===== config.mk =====
export PLATFORM = sky130hd
export DESIGN_NAME = upd_coh_ctrl
export DESIGN_NICKNAME = d
export VERILOG_FILES = /design/src/rtl/coh_pkg.sv /design/src/rtl/coh_line_store.sv /design/src/rtl/coh_snoop.sv /design/src/rtl/coh_fsm.sv /design/src/rtl/upd_coh_ctrl.sv
export SDC_FILE = /design/constraint.sdc
export NUM_CORES = 1
export LEC_CHECK = 0
export BUFFER_PORTS_ARGS = -buffer_cell sky130_fd_sc_hd__buf_2
export CAP_MARGIN = 20
export CORE_MARGIN = 2
export CORE_UTILIZATION = 52
export DETAILED_ROUTE_END_ITERATION = 8
export MAX_ROUTING_LAYER = met4
export PLACE_DENSITY = 0.9
export SKIP_LAST_GASP = 1
export SLEW_MARGIN = 20
export SYNTH_ARGS = -nofsm -noshare
export SYNTH_HDL_FRONTEND = slang
export SYNTH_SLANG_ARGS = --single-unit
export TNS_END_PERCENT = 1

===== constraint.sdc =====
create_clock -name clk_i -period 4.4 [get_ports clk_i]
set_input_delay 0.88 -clock clk_i [delete_from_list [all_inputs] [get_ports clk_i]]
set_output_delay 0.88 -clock clk_i [all_outputs]
set_load 0.005 [all_outputs]

===== src/rtl/coh_pkg.sv =====
package coh_pkg;
  typedef enum logic [1:0] {
    LS_EXCL  = 2'd0,
    LS_SHCLN = 2'd1,
    LS_SHMOD = 2'd2,
    LS_MOD   = 2'd3
  } line_st_e;

  typedef enum logic [1:0] {
    BC_READ   = 2'd0,
    BC_UPDATE = 2'd1,
    BC_WBACK  = 2'd2,
    BC_IDLE   = 2'd3
  } bus_cmd_e;

  function automatic logic is_dirty(line_st_e st);
    return (st == LS_MOD) || (st == LS_SHMOD);
  endfunction
endpackage


===== src/rtl/coh_line_store.sv =====
module coh_line_store
  import coh_pkg::*;
#(
  parameter int NUM_LINES = 4,
  parameter int TAG_W     = 6,
  parameter int DATA_W    = 16,
  localparam int IDX_W    = $clog2(NUM_LINES)
) (
  input  logic              clk_i,
  input  logic              rst_ni,
  input  logic [IDX_W-1:0]  a_idx_i,
  output logic              a_vld_o,
  output logic [TAG_W-1:0]  a_tag_o,
  output line_st_e          a_st_o,
  output logic [DATA_W-1:0] a_data_o,
  input  logic [IDX_W-1:0]  b_idx_i,
  output logic              b_vld_o,
  output logic [TAG_W-1:0]  b_tag_o,
  output line_st_e          b_st_o,
  output logic [DATA_W-1:0] b_data_o,
  input  logic              w0_en_i,
  input  logic [IDX_W-1:0]  w0_idx_i,
  input  logic [TAG_W-1:0]  w0_tag_i,
  input  line_st_e          w0_st_i,
  input  logic [DATA_W-1:0] w0_data_i,
  input  logic              w1_en_i,
  input  logic [IDX_W-1:0]  w1_idx_i,
  input  line_st_e          w1_st_i,
  input  logic [DATA_W-1:0] w1_data_i
);
  logic              vld_q  [NUM_LINES];
  logic [TAG_W-1:0]  tag_q  [NUM_LINES];
  line_st_e          st_q   [NUM_LINES];
  logic [DATA_W-1:0] data_q [NUM_LINES];

  for (genvar l = 0; l < NUM_LINES; l++) begin : g_line
    always_ff @(posedge clk_i or negedge rst_ni) begin
      if (!rst_ni) begin
        vld_q[l]  <= 1'b0;
        tag_q[l]  <= '0;
        st_q[l]   <= LS_EXCL;
        data_q[l] <= '0;
      end else if (w0_en_i && w0_idx_i == IDX_W'(l)) begin
        vld_q[l]  <= 1'b1;
        tag_q[l]  <= w0_tag_i;
        st_q[l]   <= w0_st_i;
        data_q[l] <= w0_data_i;
      end else if (w1_en_i && w1_idx_i == IDX_W'(l)) begin
        st_q[l]   <= w1_st_i;
        data_q[l] <= w1_data_i;
      end
    end
  end

  assign a_vld_o  = vld_q[a_idx_i];
  assign a_tag_o  = tag_q[a_idx_i];
  assign a_st_o   = st_q[a_idx_i];
  assign a_data_o = data_q[a_idx_i];
  assign b_vld_o  = vld_q[b_idx_i];
  assign b_tag_o  = tag_q[b_idx_i];
  assign b_st_o   = st_q[b_idx_i];
  assign b_data_o = data_q[b_idx_i];

  // own transactions and snoops never share a cycle
  a_r11_one_writer: assert property (@(posedge clk_i) disable iff (!rst_ni)
    !(w0_en_i && w1_en_i));
endmodule


===== src/rtl/coh_snoop.sv =====
module coh_snoop
  import coh_pkg::*;
#(
  parameter int ADDR_W = 8,
  parameter int IDX_W  = 2,
  parameter int DATA_W = 16,
  localparam int TAG_W = ADDR_W - IDX_W
) (
  input  logic              clk_i,
  input  logic              rst_ni,
  input  logic              snp_valid_i,
  input  logic [1:0]        snp_cmd_i,
  input  logic [ADDR_W-1:0] snp_addr_i,
  input  logic [DATA_W-1:0] snp_wdata_i,
  input  logic              line_vld_i,
  input  logic [TAG_W-1:0]  line_tag_i,
  input  line_st_e          line_st_i,
  input  logic [DATA_W-1:0] line_data_i,
  output logic              shared_o,
  output logic              supply_o,
  output logic [DATA_W-1:0] data_o,
  output logic              wr_en_o,
  output line_st_e          wr_st_o,
  output logic [DATA_W-1:0] wr_data_o
);
  logic hit;
  assign hit      = snp_valid_i && line_vld_i && (line_tag_i == snp_addr_i[ADDR_W-1:IDX_W]);
  assign shared_o = hit;
  assign data_o   = line_data_i;

  always_comb begin
    supply_o  = 1'b0;
    wr_en_o   = 1'b0;
    wr_st_o   = line_st_i;
    wr_data_o = line_data_i;
    if (hit) begin
      unique case (bus_cmd_e'(snp_cmd_i))
        BC_READ: begin
          supply_o = is_dirty(line_st_i);
          wr_en_o  = 1'b1;
          wr_st_o  = is_dirty(line_st_i) ? LS_SHMOD : LS_SHCLN;
        end
        BC_UPDATE: begin
          wr_en_o   = 1'b1;
          wr_st_o   = LS_SHCLN;
          wr_data_o = snp_wdata_i;
        end
        default: ;
      endcase
    end
  end

  a_r8_supply_only_on_hit: assert property (@(posedge clk_i) disable iff (!rst_ni)
    supply_o |-> shared_o && snp_cmd_i == BC_READ);
  a_r7_no_share_when_idle: assert property (@(posedge clk_i) disable iff (!rst_ni)
    !snp_valid_i |-> !shared_o && !supply_o);
endmodule


===== src/rtl/coh_fsm.sv =====
module coh_fsm
  import coh_pkg::*;
#(
  parameter int ADDR_W = 8,
  parameter int IDX_W  = 2,
  parameter int DATA_W = 16,
  localparam int TAG_W = ADDR_W - IDX_W
) (
  input  logic              clk_i,
  input  logic              rst_ni,
  input  logic              cpu_req_i,
  input  logic              cpu_we_i,
  input  logic [ADDR_W-1:0] cpu_addr_i,
  input  logic [DATA_W-1:0] cpu_wdata_i,
  output logic              cpu_ready_o,
  output logic [DATA_W-1:0] cpu_rdata_o,
  input  logic              snp_busy_i,
  input  logic              line_vld_i,
  input  logic [TAG_W-1:0]  line_tag_i,
  input  line_st_e          line_st_i,
  input  logic [DATA_W-1:0] line_data_i,
  output logic              bus_req_o,
  output logic [1:0]        bus_cmd_o,
  output logic [ADDR_W-1:0] bus_addr_o,
  output logic [DATA_W-1:0] bus_wdata_o,
  input  logic              bus_gnt_i,
  input  logic              bus_shared_i,
  input  logic [DATA_W-1:0] bus_rdata_i,
  output logic              wr_en_o,
  output logic [TAG_W-1:0]  wr_tag_o,
  output line_st_e          wr_st_o,
  output logic [DATA_W-1:0] wr_data_o
);
  typedef enum logic [1:0] {F_IDLE, F_EVICT, F_FILL, F_UPD} fsm_e;
  fsm_e state_q, state_d;

  logic [TAG_W-1:0] cpu_tag;
  logic [IDX_W-1:0] cpu_idx;
  logic             hit, dirty;
  assign cpu_tag = cpu_addr_i[ADDR_W-1:IDX_W];
  assign cpu_idx = cpu_addr_i[IDX_W-1:0];
  assign hit     = line_vld_i && (line_tag_i == cpu_tag);
  assign dirty   = line_vld_i && is_dirty(line_st_i);
  assign cpu_rdata_o = line_data_i;

  always_comb begin
    state_d     = state_q;
    cpu_ready_o = 1'b0;
    bus_req_o   = 1'b0;
    bus_cmd_o   = BC_IDLE;
    bus_addr_o  = cpu_addr_i;
    bus_wdata_o = cpu_wdata_i;
    wr_en_o     = 1'b0;
    wr_tag_o    = line_tag_i;
    wr_st_o     = line_st_i;
    wr_data_o   = line_data_i;
    unique case (state_q)
      F_IDLE: if (cpu_req_i && !snp_busy_i) begin
        if (!hit) begin
          state_d = dirty ? F_EVICT : F_FILL;
        end else if (!cpu_we_i) begin
          cpu_ready_o = 1'b1;
        end else if (line_st_i == LS_EXCL || line_st_i == LS_MOD) begin
          cpu_ready_o = 1'b1;
          wr_en_o     = 1'b1;
          wr_st_o     = LS_MOD;
          wr_data_o   = cpu_wdata_i;
        end else begin
          state_d = F_UPD;
        end
      end
      F_EVICT: begin
        // a snoop may have cleaned the victim meanwhile
        if (dirty) begin
          bus_req_o   = 1'b1;
          bus_cmd_o   = BC_WBACK;
          bus_addr_o  = {line_tag_i, cpu_idx};
          bus_wdata_o = line_data_i;
          if (bus_gnt_i) begin
            wr_en_o = 1'b1;
            wr_st_o = LS_SHCLN;
            state_d = F_FILL;
          end
        end else begin
          state_d = F_FILL;
        end
      end
      F_FILL: begin
        bus_req_o = 1'b1;
        bus_cmd_o = BC_READ;
        if (bus_gnt_i) begin
          wr_en_o   = 1'b1;
          wr_tag_o  = cpu_tag;
          wr_st_o   = bus_shared_i ? LS_SHCLN : LS_EXCL;
          wr_data_o = bus_rdata_i;
          state_d   = F_IDLE;
        end
      end
      F_UPD: begin
        bus_req_o = 1'b1;
        bus_cmd_o = BC_UPDATE;
        if (bus_gnt_i) begin
          cpu_ready_o = 1'b1;
          wr_en_o     = 1'b1;
          wr_st_o     = bus_shared_i ? LS_SHMOD : LS_MOD;
          wr_data_o   = cpu_wdata_i;
          state_d     = F_IDLE;
        end
      end
      default: state_d = F_IDLE;
    endcase
  end

  always_ff @(posedge clk_i or negedge rst_ni) begin
    if (!rst_ni) state_q <= F_IDLE;
    else         state_q <= state_d;
  end

  a_r3_read_hit_quiet: assert property (@(posedge clk_i) disable iff (!rst_ni)
    state_q == F_IDLE && cpu_req_i && !cpu_we_i && hit && !snp_busy_i
      |-> cpu_ready_o && !bus_req_o);
  a_r4_sole_write_silent: assert property (@(posedge clk_i) disable iff (!rst_ni)
    state_q == F_IDLE && cpu_req_i && cpu_we_i && hit && !snp_busy_i &&
      (line_st_i == LS_EXCL || line_st_i == LS_MOD) |-> cpu_ready_o && !bus_req_o);
  a_r5_shared_write_updates: assert property (@(posedge clk_i) disable iff (!rst_ni)
    state_q == F_IDLE && cpu_req_i && cpu_we_i && hit && !snp_busy_i &&
      (line_st_i == LS_SHCLN || line_st_i == LS_SHMOD) |=> bus_req_o && bus_cmd_o == BC_UPDATE);
  a_r10_read_after_wb: assert property (@(posedge clk_i) disable iff (!rst_ni)
    bus_req_o && bus_gnt_i && bus_cmd_o == BC_WBACK |=> bus_req_o && bus_cmd_o == BC_READ);
  a_r11_no_ready_in_snoop: assert property (@(posedge clk_i) disable iff (!rst_ni)
    snp_busy_i |-> !cpu_ready_o);
endmodule


===== src/rtl/upd_coh_ctrl.sv =====
module upd_coh_ctrl
  import coh_pkg::*;
#(
  parameter int ADDR_W    = 8,
  parameter int DATA_W    = 16,
  parameter int NUM_LINES = 4
) (
  input  logic              clk_i,
  input  logic              rst_ni,
  input  logic              cpu_req_i,
  input  logic              cpu_we_i,
  input  logic [ADDR_W-1:0] cpu_addr_i,
  input  logic [DATA_W-1:0] cpu_wdata_i,
  output logic              cpu_ready_o,
  output logic [DATA_W-1:0] cpu_rdata_o,
  output logic              bus_req_o,
  output logic [1:0]        bus_cmd_o,
  output logic [ADDR_W-1:0] bus_addr_o,
  output logic [DATA_W-1:0] bus_wdata_o,
  input  logic              bus_gnt_i,
  input  logic              bus_shared_i,
  input  logic [DATA_W-1:0] bus_rdata_i,
  input  logic              snp_valid_i,
  input  logic [1:0]        snp_cmd_i,
  input  logic [ADDR_W-1:0] snp_addr_i,
  input  logic [DATA_W-1:0] snp_wdata_i,
  output logic              snp_shared_o,
  output logic              snp_supply_o,
  output logic [DATA_W-1:0] snp_data_o
);
  localparam int IDX_W = $clog2(NUM_LINES);
  localparam int TAG_W = ADDR_W - IDX_W;

  logic              a_vld, b_vld;
  logic [TAG_W-1:0]  a_tag, b_tag;
  line_st_e          a_st, b_st;
  logic [DATA_W-1:0] a_data, b_data;
  logic              w0_en, w1_en;
  logic [TAG_W-1:0]  w0_tag;
  line_st_e          w0_st, w1_st;
  logic [DATA_W-1:0] w0_data, w1_data;

  coh_line_store #(.NUM_LINES(NUM_LINES), .TAG_W(TAG_W), .DATA_W(DATA_W)) u_store (
    .clk_i, .rst_ni,
    .a_idx_i(cpu_addr_i[IDX_W-1:0]), .a_vld_o(a_vld), .a_tag_o(a_tag),
    .a_st_o(a_st), .a_data_o(a_data),
    .b_idx_i(snp_addr_i[IDX_W-1:0]), .b_vld_o(b_vld), .b_tag_o(b_tag),
    .b_st_o(b_st), .b_data_o(b_data),
    .w0_en_i(w0_en), .w0_idx_i(cpu_addr_i[IDX_W-1:0]), .w0_tag_i(w0_tag),
    .w0_st_i(w0_st), .w0_data_i(w0_data),
    .w1_en_i(w1_en), .w1_idx_i(snp_addr_i[IDX_W-1:0]), .w1_st_i(w1_st),
    .w1_data_i(w1_data)
  );

  coh_fsm #(.ADDR_W(ADDR_W), .IDX_W(IDX_W), .DATA_W(DATA_W)) u_fsm (
    .clk_i, .rst_ni,
    .cpu_req_i, .cpu_we_i, .cpu_addr_i, .cpu_wdata_i, .cpu_ready_o, .cpu_rdata_o,
    .snp_busy_i(snp_valid_i),
    .line_vld_i(a_vld), .line_tag_i(a_tag), .line_st_i(a_st), .line_data_i(a_data),
    .bus_req_o, .bus_cmd_o, .bus_addr_o, .bus_wdata_o,
    .bus_gnt_i, .bus_shared_i, .bus_rdata_i,
    .wr_en_o(w0_en), .wr_tag_o(w0_tag), .wr_st_o(w0_st), .wr_data_o(w0_data)
  );

  coh_snoop #(.ADDR_W(ADDR_W), .IDX_W(IDX_W), .DATA_W(DATA_W)) u_snoop (
    .clk_i, .rst_ni,
    .snp_valid_i, .snp_cmd_i, .snp_addr_i, .snp_wdata_i,
    .line_vld_i(b_vld), .line_tag_i(b_tag), .line_st_i(b_st), .line_data_i(b_data),
    .shared_o(snp_shared_o), .supply_o(snp_supply_o), .data_o(snp_data_o),
    .wr_en_o(w1_en), .wr_st_o(w1_st), .wr_data_o(w1_data)
  );

  a_r11_snoop_not_granted: assert property (@(posedge clk_i) disable iff (!rst_ni)
    snp_valid_i |-> !(bus_req_o && bus_gnt_i));
  a_r1_quiet_after_reset: assert property (@(posedge clk_i) disable iff (!rst_ni)
    $rose(rst_ni) |-> !bus_req_o && !snp_shared_o);
endmodule


==> results.md, run 1 <==
* Synth Area per Inst at 10.6 um2
* Ant diodes at 0
* Commonest register cell after synthesis: dfrtp_1
* Pin count of the biggest net entering global routing at 44
* Static leakage at 4.04 nW
* Per-cell via count in the routed design at between 6 and 7
* Setup WS pre-CTS at 0.286 ns
* FF-to-FF Start: u_store.st_q[3]
* Detail-routed net length per standard cell at 22.2 um
* Total number of vias at ~6800
* Register-to-register setup slack at approximately 1.2 ns
* Highest attainable clock frequency at roughly 0.24 GHz
* Fin util at 60.5%
* Worst setup margin at between 0.2 and 0.25 ns
* Worst setup endpoint: snp_supply_o
* Worst Tran Pin Value at between 0.7 and 0.8 ns
* Layout cell share with drive strength beyond 1 at 32.1%
* Setup repair after global routing missed its margin: no
* Number of cells on the worst reg-to-reg path at 9
* DRC violations left at 0
* TritonCTS clock tree: done
* DR pass1 iterations at 5
* Number of enable-type register cells in the synthesized netlist at 0
* Worst Hold Class: reg2reg
* Number of instances in the placed design at 1010
* IO Pins at between 100 and 150
* Die footprint at 15700 um2
* Root buffer selected by CTS: clkbuf_16
* Number of setup buffers added after CTS at 0
* Sequential element share of the synthesized area at between 30% and 40%
* Clk_lat worst skew at roughly 0.36 ns
* Number of gates given a new drive strength after cts at 0
* Headroom to the max-slew limit at 50.8%
* Initial antenna violation count at 0
* Share of synthesized registers carrying an async set or reset at between 90% and 100%
* Nets in the synthesized netlist at 799
* Largest driver fanout on the critical path at 12
* Core Rows at 44
* All-Layer GR Usage at between 30% and 40%
* Area of the core region at 14400 um2
* GRT Residual Overflow at 0
* Wire length reported by the detailed router at 22800 um
* Top cell type by total area after synthesis: dfrtp_1
* Portion of the clock cycle consumed by the worst path in the final layout at between 90% and 100%
* Number of distinct standard cells referenced by the synthesized netlist at between 50 and 60
* Die W at 125 um
* Clock skew after layout at 0.0136 ns
* Detailed router's first-iteration violation count at approximately 660
* Number of warnings issued by yosys at 0
* Number of clock buffers inserted by TritonCTS at 9
* Number of buffers added on ports at 134
* Launching element of the worst setup path: snp_addr_i[1]
* Global-route wire length before repair at 36600 um
* Signal arrival time at the worst endpoint at 3.31 ns
* Post-layout total power at ~5.2 mW
* Cell Area, Synth at 7640 um2
* Max Cap Viol at 0
* Setup total negative slack at 0 ns
* Largest buffer count on any clock path at 2
* Number of nets in the finished design at ~920
* Area share of the largest cell type after synthesis at 33.4%
* Placed wire-length estimate at 15900 um
* Syn Inst Count at 718
* Top cells by area, synth: dfrtp_1 (33%), mux2i_1 (20%), mux4_2 (13%)
* Most numerous cell in the Yosys netlist: mux2i_1
* Required @ worst endpoint at 3.52 ns
* Area delta synth->final at 14.2%
* Result of the run: finished clean
* Startpoint Class: primary input
* Number of hold buffers added after cts at 0
* Remaining number of nets flagged by the antenna check after routing at 0
* Total power density per cell area at 591 nW/um2
* Largest vdd supply drop at 282 uV
* Final GP Congestion at 0.999
* Fin cells at 1025
* Vertical die dimension at 125 um
* CTS H-tree depth at 3
* # clock sinks at 102
* Number of slew-limit violations in the final report at 0
* Number of hold violations in the final report at 0
* Flop and latch count out of synthesis at between 100 and 150
* Initial Utilization at 53.0%
* Cell types with the highest counts after synthesis: mux2i_1 (152), dfrtp_1 (102), nand2_1 (81)
* Number of global-route vias before repair at between 7000 and 8000
* Fin crit period at 4.19 ns
* Critical Setup Path Class: in2out
* Final-report setup violation count at 0
* Register clock-pin slew on the reported worst setup and hold paths at 0.07 ns
* End of the worst register-to-register path: u_store.data_q[19]
* Critical path capture point type: output pin
cells in the final DEF (no fill, tap or decap), types with 18 or more instances in the layout:
cell type and instances:
mux4_2 45, dfrtp_1 102, buf_2 133, nor3_1 18, buf_4 32, o22ai_1 20
nor2_1 34, mux2_2 26, inv_1 30, o21ai_0 33, nand2_1 81, mux2i_1 152
metrics by stage:
| stage | area (um2) | hold WS (ns) |
|---|---|---|
| after global placement | 8430 | 0.471 |
| final | 8730 | 0.509 |
| after global routing | 8730 | 0.527 |
| after floorplan | 7640 | 0.451 |
| after detailed placement | 8430 | 0.487 |
| after CTS | 8730 | 0.506 |
worst min path at each step:
stage / cells after the start / start / endpoint
floorplan: 1 / u_store.vld_q[1] / u_store.vld_q[1]
global placement: 1 / u_store.vld_q[2] / u_store.vld_q[2]
detailed placement: 1 / u_store.vld_q[2] / u_store.vld_q[2]
CTS: 1 / u_store.vld_q[2] / u_store.vld_q[2]
global route: 1 / u_store.vld_q[0] / u_store.vld_q[0]
finish: 1 / u_store.vld_q[2] / u_store.vld_q[2]
cell type report:
cell class                 count  area (um2)
timing repair buffer         165         906
clock inverter                 6        77.6
fill                        1130        5690
clock buffer                   9         225
tap                          184         230
sequential                   102        2550
inverter                      31         116
multi-input combinational    528        4620
critical path: stages:
cell and delay (ns):
buf_2 0.30, buf_4 0.24, mux4_2 0.31, xnor2_1 0.17
nand3_1 0.14, or4_4 0.62, inv_1 0.11, nand3_1 0.21
inv_1 0.17, buf_2 0.15
sequential cells by signal (all words and copies together), names as in the netlist:
name and flops:
u_store.data_q 64, u_store.tag_q 24, u_store.st_q 8, u_store.vld_q 4, u_fsm.state_q 2
kinds of logic (layout without fill, tap and decap cells):
| family | count (synthesis) | count (layout) | share of synthesized area [%] |
|---|---|---|---|
| adder cells (fa/ha/maj) | 8 | 8 | 1.31 |
| multiplexers | 223 | 223 | 37.0 |
| XOR/XNOR | 9 | 9 | 1.03 |
| buffers and inverters | 88 | 211 | 6.61 |
| AO/OA/AOI/OAI | 122 | 122 | 10.9 |
| AND/OR/NAND/NOR | 166 | 166 | 9.77 |
| flip-flops | 102 | 102 | 33.4 |
where the power goes:
part	leakage, nW	internal (mW)	switching [mW]	total (mW)
sequential	1.34	1.31	0.314	1.62
clock	0.149	0.449	0.383	0.831
combinational	2.55	1.20	1.50	2.71
total	4.04	2.96	2.20	5.16
routing by layer:
metal	vias to the layer above	routed length [um]	track usage [%]
met5	-	0	-
met4	0	1040	16.3
met3	92	2470	6.76
met2	487	10900	47.9
met1	3281	8340	36.6
li1	2915	-	-
(Power assumes the default switching activity.)
==> run 2, diff against run 1 <==
CTS_CLUSTER_SIZE = 30   (was default)
RECOVER_POWER = 100   (was default)
==> results.md, run 2 (synthesis results as in run 1) <==
* Result of the run: finished, violations left
* Violations in the final reports: capacitance limit, slew limit
* Portion of the clock cycle consumed by the worst path in the final layout at a little over nine tenths
* Worst Hold Class: reg2reg
* CTS H-tree depth at 3
* Detailed router's first-iteration violation count at 667
* Placed wire-length estimate at 15900 um
* DRC violations left at 0
* Register bank with the most flops: u_store.data_q
* Critical path capture point type: output pin
* Worst Tran Pin Value at 2.45 ns
* Endpoint of the worst hold-timing path: u_store.vld_q[2]
* Total number of vias at 6738
* Setup WS pre-CTS at about 0.29 ns
* Critical Setup Path Class: in2out
* Hold Startpoint: u_store.vld_q[2]
* End of the worst register-to-register path: u_store.st_q[4]
* Final Instance Area at 8650 um2
* Number of global-route vias before repair at 7012
* Setup repair after global routing missed its margin: no
* FF-to-FF Start: u_store.tag_q[2]
* Final GP Congestion at between 0.9 and 1
* Remaining number of nets flagged by the antenna check after routing at 0
* Number of hold buffers added after cts at 0
* Number of hold violations in the final report at 0
* Commonest cells after routing, fill and taps aside: mux2i_1 (152), buf_2 (113), dfrtp_1 (102)
* Pin count of the biggest net entering global routing at between 40 and 50
* Number of gates given a new drive strength after cts at 0
* Sequential standard cell area at 2550 um2
* Headroom to the max-slew limit at -63.4%
* GRT Residual Overflow at 0
* Fin util at 60.0%
* Max Cap Viol at 1
* Number of cells traversed by the worst hold path at 1
* Vertical die dimension at between 100 and 150 um
* Area of the core region at around 14000 um2
* Ant diodes at 0
* Final-layout fill cell count at 1160
* Root buffer selected by CTS: clkbuf_16
* Clock skew after layout at about 0.012 ns
* Clk_lat worst skew at 0.36 ns
* Top Registers: u_store.data_q x64, u_store.tag_q x24, u_store.st_q x8
* Die footprint at 15700 um2
* Core Rows at 44
* Layout cell share with drive strength beyond 1 at 28.4%
* Static leakage at 3.93 nW
* Register clock-pin slew on the reported worst setup and hold paths at 0.07 ns
* Number of clock buffers inserted by TritonCTS at 9
* Initial antenna violation count at 0
* Worst setup margin at 0.165 ns
* Number of cells on the worst reg-to-reg path at 8
* Register-to-register setup slack at 0.68 ns
* # clock sinks at 102
* Area delta synth->final at 13.1%
* Largest vdd supply drop at between 200 and 300 uV
* Total power density per cell area at 593 nW/um2
* Required @ worst endpoint at 3.52 ns
* Largest driver fanout on the critical path at 12
* Highest attainable clock frequency at 0.236 GHz
* Wire length reported by the detailed router at 22800 um
* Leading cell type in the layout, fill and taps excluded: mux2i_1
* Post-layout total power at roughly 5.1 mW
* Area occupied by multi-input gates at about 4600 um2
* DR pass1 iterations at 6
* IO Pins at 135
* Number of slew-limit violations in the final report at between 40 and 50
* Detail-routed net length per standard cell at 22.3 um
* Number of nets in the finished design at 918
* Signal arrival time at the worst endpoint at approximately 3.4 ns
* All-Layer GR Usage at 30.4%
* Max reg flops at 64
* Initial Utilization at between 50% and 60%
* Final-report setup violation count at 0
* Largest buffer count on any clock path at 2
* Fin crit period at between 4 and 5 ns
* Post-detailed-placement cell area at 8430 um2
* Die W at 125 um
* TritonCTS clock tree: done
* Per-cell via count in the routed design at roughly 6.6
* Startpoint Class: primary input
* Global-route wire length before repair at roughly 37000 um
* Number of buffers added on ports at 134
* Setup total negative slack at 0 ns
* Number of setup buffers added after CTS at 0
run 2: routing by layer:
| layer | part of all wire (%) | vias up | global-route usage, % |
|---|---|---|---|
| li1 | - | 2914 | - |
| met1 | 38 | 3253 | 36.6 |
| met2 | 48 | 473 | 47.9 |
| met3 | 9.9 | 98 | 6.76 |
| met4 | 4.7 | 0 | 16.3 |
| met5 | 0 | - | - |
run 2: layout make-up:
class / instances / area share, %
inverter: 31 / 1.35
timing repair buffer: 165 / 9.64
clock buffer: 9 / 2.60
multi-input combinational: 528 / 53.3
clock inverter: 6 / 0.897
sequential: 102 / 29.5
tap: 184 / 2.66
run 2: through the flow:
step / hold slack, ns / instances
finish: 0.508 / 1025
global route: 0.527 / 1025
CTS: 0.506 / 1025
detailed placement: 0.487 / 1010
global placement: 0.471 / 1010
floorplan: 0.451 / 718
run 2: power by group:
part           internal (mW)  leakage (nW)  switching (mW)
registers               1.31          1.34           0.318
clock network          0.449         0.149           0.379
logic                   1.18          2.44            1.50
total                   2.93          3.93            2.20
run 2: how the worst max path moves through the flow:
stage	startpoint	to	slack, ns	cells past startpoint
final	snp_addr_i[1]	snp_supply_o	0.17	10
after global routing	snp_addr_i[0]	snp_supply_o	0.04	9
after CTS	snp_addr_i[0]	snp_supply_o	0.23	9
after detailed placement	snp_addr_i[0]	snp_supply_o	0.29	9
after global placement	snp_addr_i[0]	snp_supply_o	0.37	9
after floorplan	cpu_addr_i[0]	bus_addr_o[3]	0.14	7
run 2: critical path, cell delays in order:
cell and delay [ns]:
buf_2 0.30, buf_4 0.24, mux4_2 0.31, xnor2_1 0.17, nand3_1 0.14, or4_4 0.62, inv_1 0.12, nand3_1 0.22
inv_1 0.17, clkbuf_1 0.19
==> run 3, diff against run 2 <==
REMOVE_ABC_BUFFERS = 1   (was default)
==> results.md, run 3 (synthesis results as in run 1) <==
* Placed wire-length estimate at around 16000 um
* End of the worst register-to-register path: u_store.data_q[14]
* Max reg flops at 64
* Pin count of the biggest net entering global routing at 76
* Met1 capacity usage during global routing at 36.3%
* Number of instances in the placed design at around 1000
* Portion of the clock cycle consumed by the worst path in the final layout at 95.6%
* Number of hold violations in the final report at 0
* Final-layout worst hold slack at 0.503 ns
* Signal arrival time at the worst endpoint at 3.33 ns
* Final GP Congestion at between 0.9 and 1
* Sequential standard cell area at 2550 um2
* GRT Residual Overflow at 0
* Launching element of the worst setup path: cpu_addr_i[0]
* Startpoint Class: primary input
* Fin cells at 1030
* Register-to-register setup slack at 1.00 ns
* Number of nets in the finished design at 920
* Cells along the critical path: buf_2, buf_4, mux4_2, ha_1, o211ai_1, clkbuf_4, mux2_2, buf_2
* Number of hold buffers added after cts at 0
* Core Rows at 44
* Worst Tran Pin Value at 1.92 ns
* Number of global-route vias before repair at 6811
* Met3 usage at roughly 6%
* Master of the slowest instance on the critical path: mux4_2
* Top Registers: u_store.data_q x64, u_store.tag_q x24, u_store.st_q x8
* FF-to-FF Start: u_store.st_q[0]
* Area delta synth->final at 13.7%
* Clock skew after layout at roughly 0.0082 ns
* Register clock-pin slew on the reported worst setup and hold paths at 0.07 ns
* Largest driver fanout on the critical path at 11
* Number of setup buffers added after CTS at 0
* Remaining number of nets flagged by the antenna check after routing at 0
* All-Layer GR Usage at 30.1%
* Result of the run: finished, violations left
* Number of cells traversed by the worst hold path at 1
* Number of slew-limit violations in the final report at 105
* Die W at 125 um
* CTS H-tree depth at 3
* Post-detailed-placement cell area at 8450 um2
* Met2 track demand over resource at between 40 and 50%
* Number of buffers added on ports at 134
* Fin util at 60.2%
* Die footprint at between 15000 and 20000 um2
* Number of clock buffers inserted by TritonCTS at 9
* Required @ worst endpoint at about 3.5 ns
* Violations in the final reports: capacitance limit, slew limit
* Initial antenna violation count at 2
* DR pass1 iterations at 6
* Fin crit period at around 4.2 ns
* Vertical die dimension at roughly 130 um
* Final-report setup violation count at 0
* Critical path capture point type: output pin
* Root buffer selected by CTS: clkbuf_16
* DRC violations left at 0
* Global-route wire length before repair at 36500 um
* Largest stage delay, worst path at between 0.5 and 0.6 ns
* Final Instance Area at 8690 um2
* Wire length reported by the detailed router at 22900 um
* Per-cell via count in the routed design at 6.56
* Endpoint of the worst hold-timing path: u_store.vld_q[3]
* # clock sinks at 102
* Leading cell type in the layout, fill and taps excluded: mux2i_1
* Number of gates given a new drive strength after cts at 0
* GRT Max-Usage Layer: met2
* Largest buffer count on any clock path at 2
* Static leakage at 3.97 nW
* Number of cells on the worst reg-to-reg path at 11
* Highest attainable clock frequency at 0.238 GHz
* Worst Hold Class: reg2reg
* Clk_lat worst skew at 0.36 ns
* Commonest cells after routing, fill and taps aside: mux2i_1 (152), buf_2 (119), dfrtp_1 (102)
* Critical Setup Path Class: in2out
* Detailed router's first-iteration violation count at ~730
* Final-layout fill cell count at 1162
* TritonCTS clock tree: done
* Max Cap Viol at 2
* Setup repair after global routing missed its margin: no
* Headroom to the max-slew limit at -28.2%
* Detail-routed net length per standard cell at about 22 um
* Initial Utilization at 53.0%
* Layout cell share with drive strength beyond 1 at 30.2%
* Cell type with the highest occurrence count on the critical path: buf_2
* Total number of vias at between 6000 and 7000
* Register bank with the most flops: u_store.data_q
* Largest vdd supply drop at 249 uV
* Hold Startpoint: u_store.vld_q[3]
* Total power density per cell area at 587 nW/um2
* Area occupied by multi-input gates at 4620 um2
* Area of the core region at ~14000 um2
* IO Pins at 135
[run 3: cell type report]
cell class / count / share of cell area (%)
Antenna cell: 2 / 0.0576
Multi-Input combinational cell: 528 / 53.2
Sequential cell: 102 / 29.4
Clock buffer: 11 / 2.79
Inverter: 31 / 1.34
Tap cell: 184 / 2.65
Clock inverter: 5 / 0.504
Timing Repair Buffer: 167 / 10.1
[run 3: how the worst max path moves through the flow]
stage | endpoint | slack (ns) | depth (start not counted)
after global placement | bus_wdata_o[8] | 0.30 | 8
after global routing | bus_addr_o[6] | 0.05 | 8
after CTS | bus_addr_o[6] | 0.21 | 8
final | bus_addr_o[6] | 0.19 | 8
after floorplan | u_store.st_q[5] | -0.87 | 7
after detailed placement | u_store.tag_q[7] | 0.20 | 13
[run 3: power breakdown]
part	total, mW	internal [mW]	switching [mW]
Clock	0.784	0.406	0.379
Sequential	1.61	1.31	0.306
Combinational	2.70	1.18	1.52
Total	5.10	2.90	2.20
[run 3: stage by stage]
stage | power (mW) | worst slack [ns] | TNS (ns)
6_report | 5.10 | 0.194 | 0
5_1_grt | 5.40 | 0.0531 | 0
3_5_place_dp | 4.23 | 0.197 | 0
4_1_cts | 5.05 | 0.209 | 0
2_1_floorplan | 3.34 | -0.867 | -41.22
3_3_place_gp | 4.08 | 0.301 | 0
[run 3: layer usage]
metal / vias to the layer above / share of wire [%]
met4: 0 / 4.2
li1: 2918 / -
met5: - / 0
met1: 3323 / 38
met2: 414 / 49
met3: 97 / 8.9
[run 3: worst max-delay path, delay by kind of cell]
family                   cells  cell delay (ns)
multiplexers                 2             0.96
AO/OA/AOI/OAI                1             0.21
buffers and inverters        4             0.99
adder cells (fa/ha/maj)      1             0.27
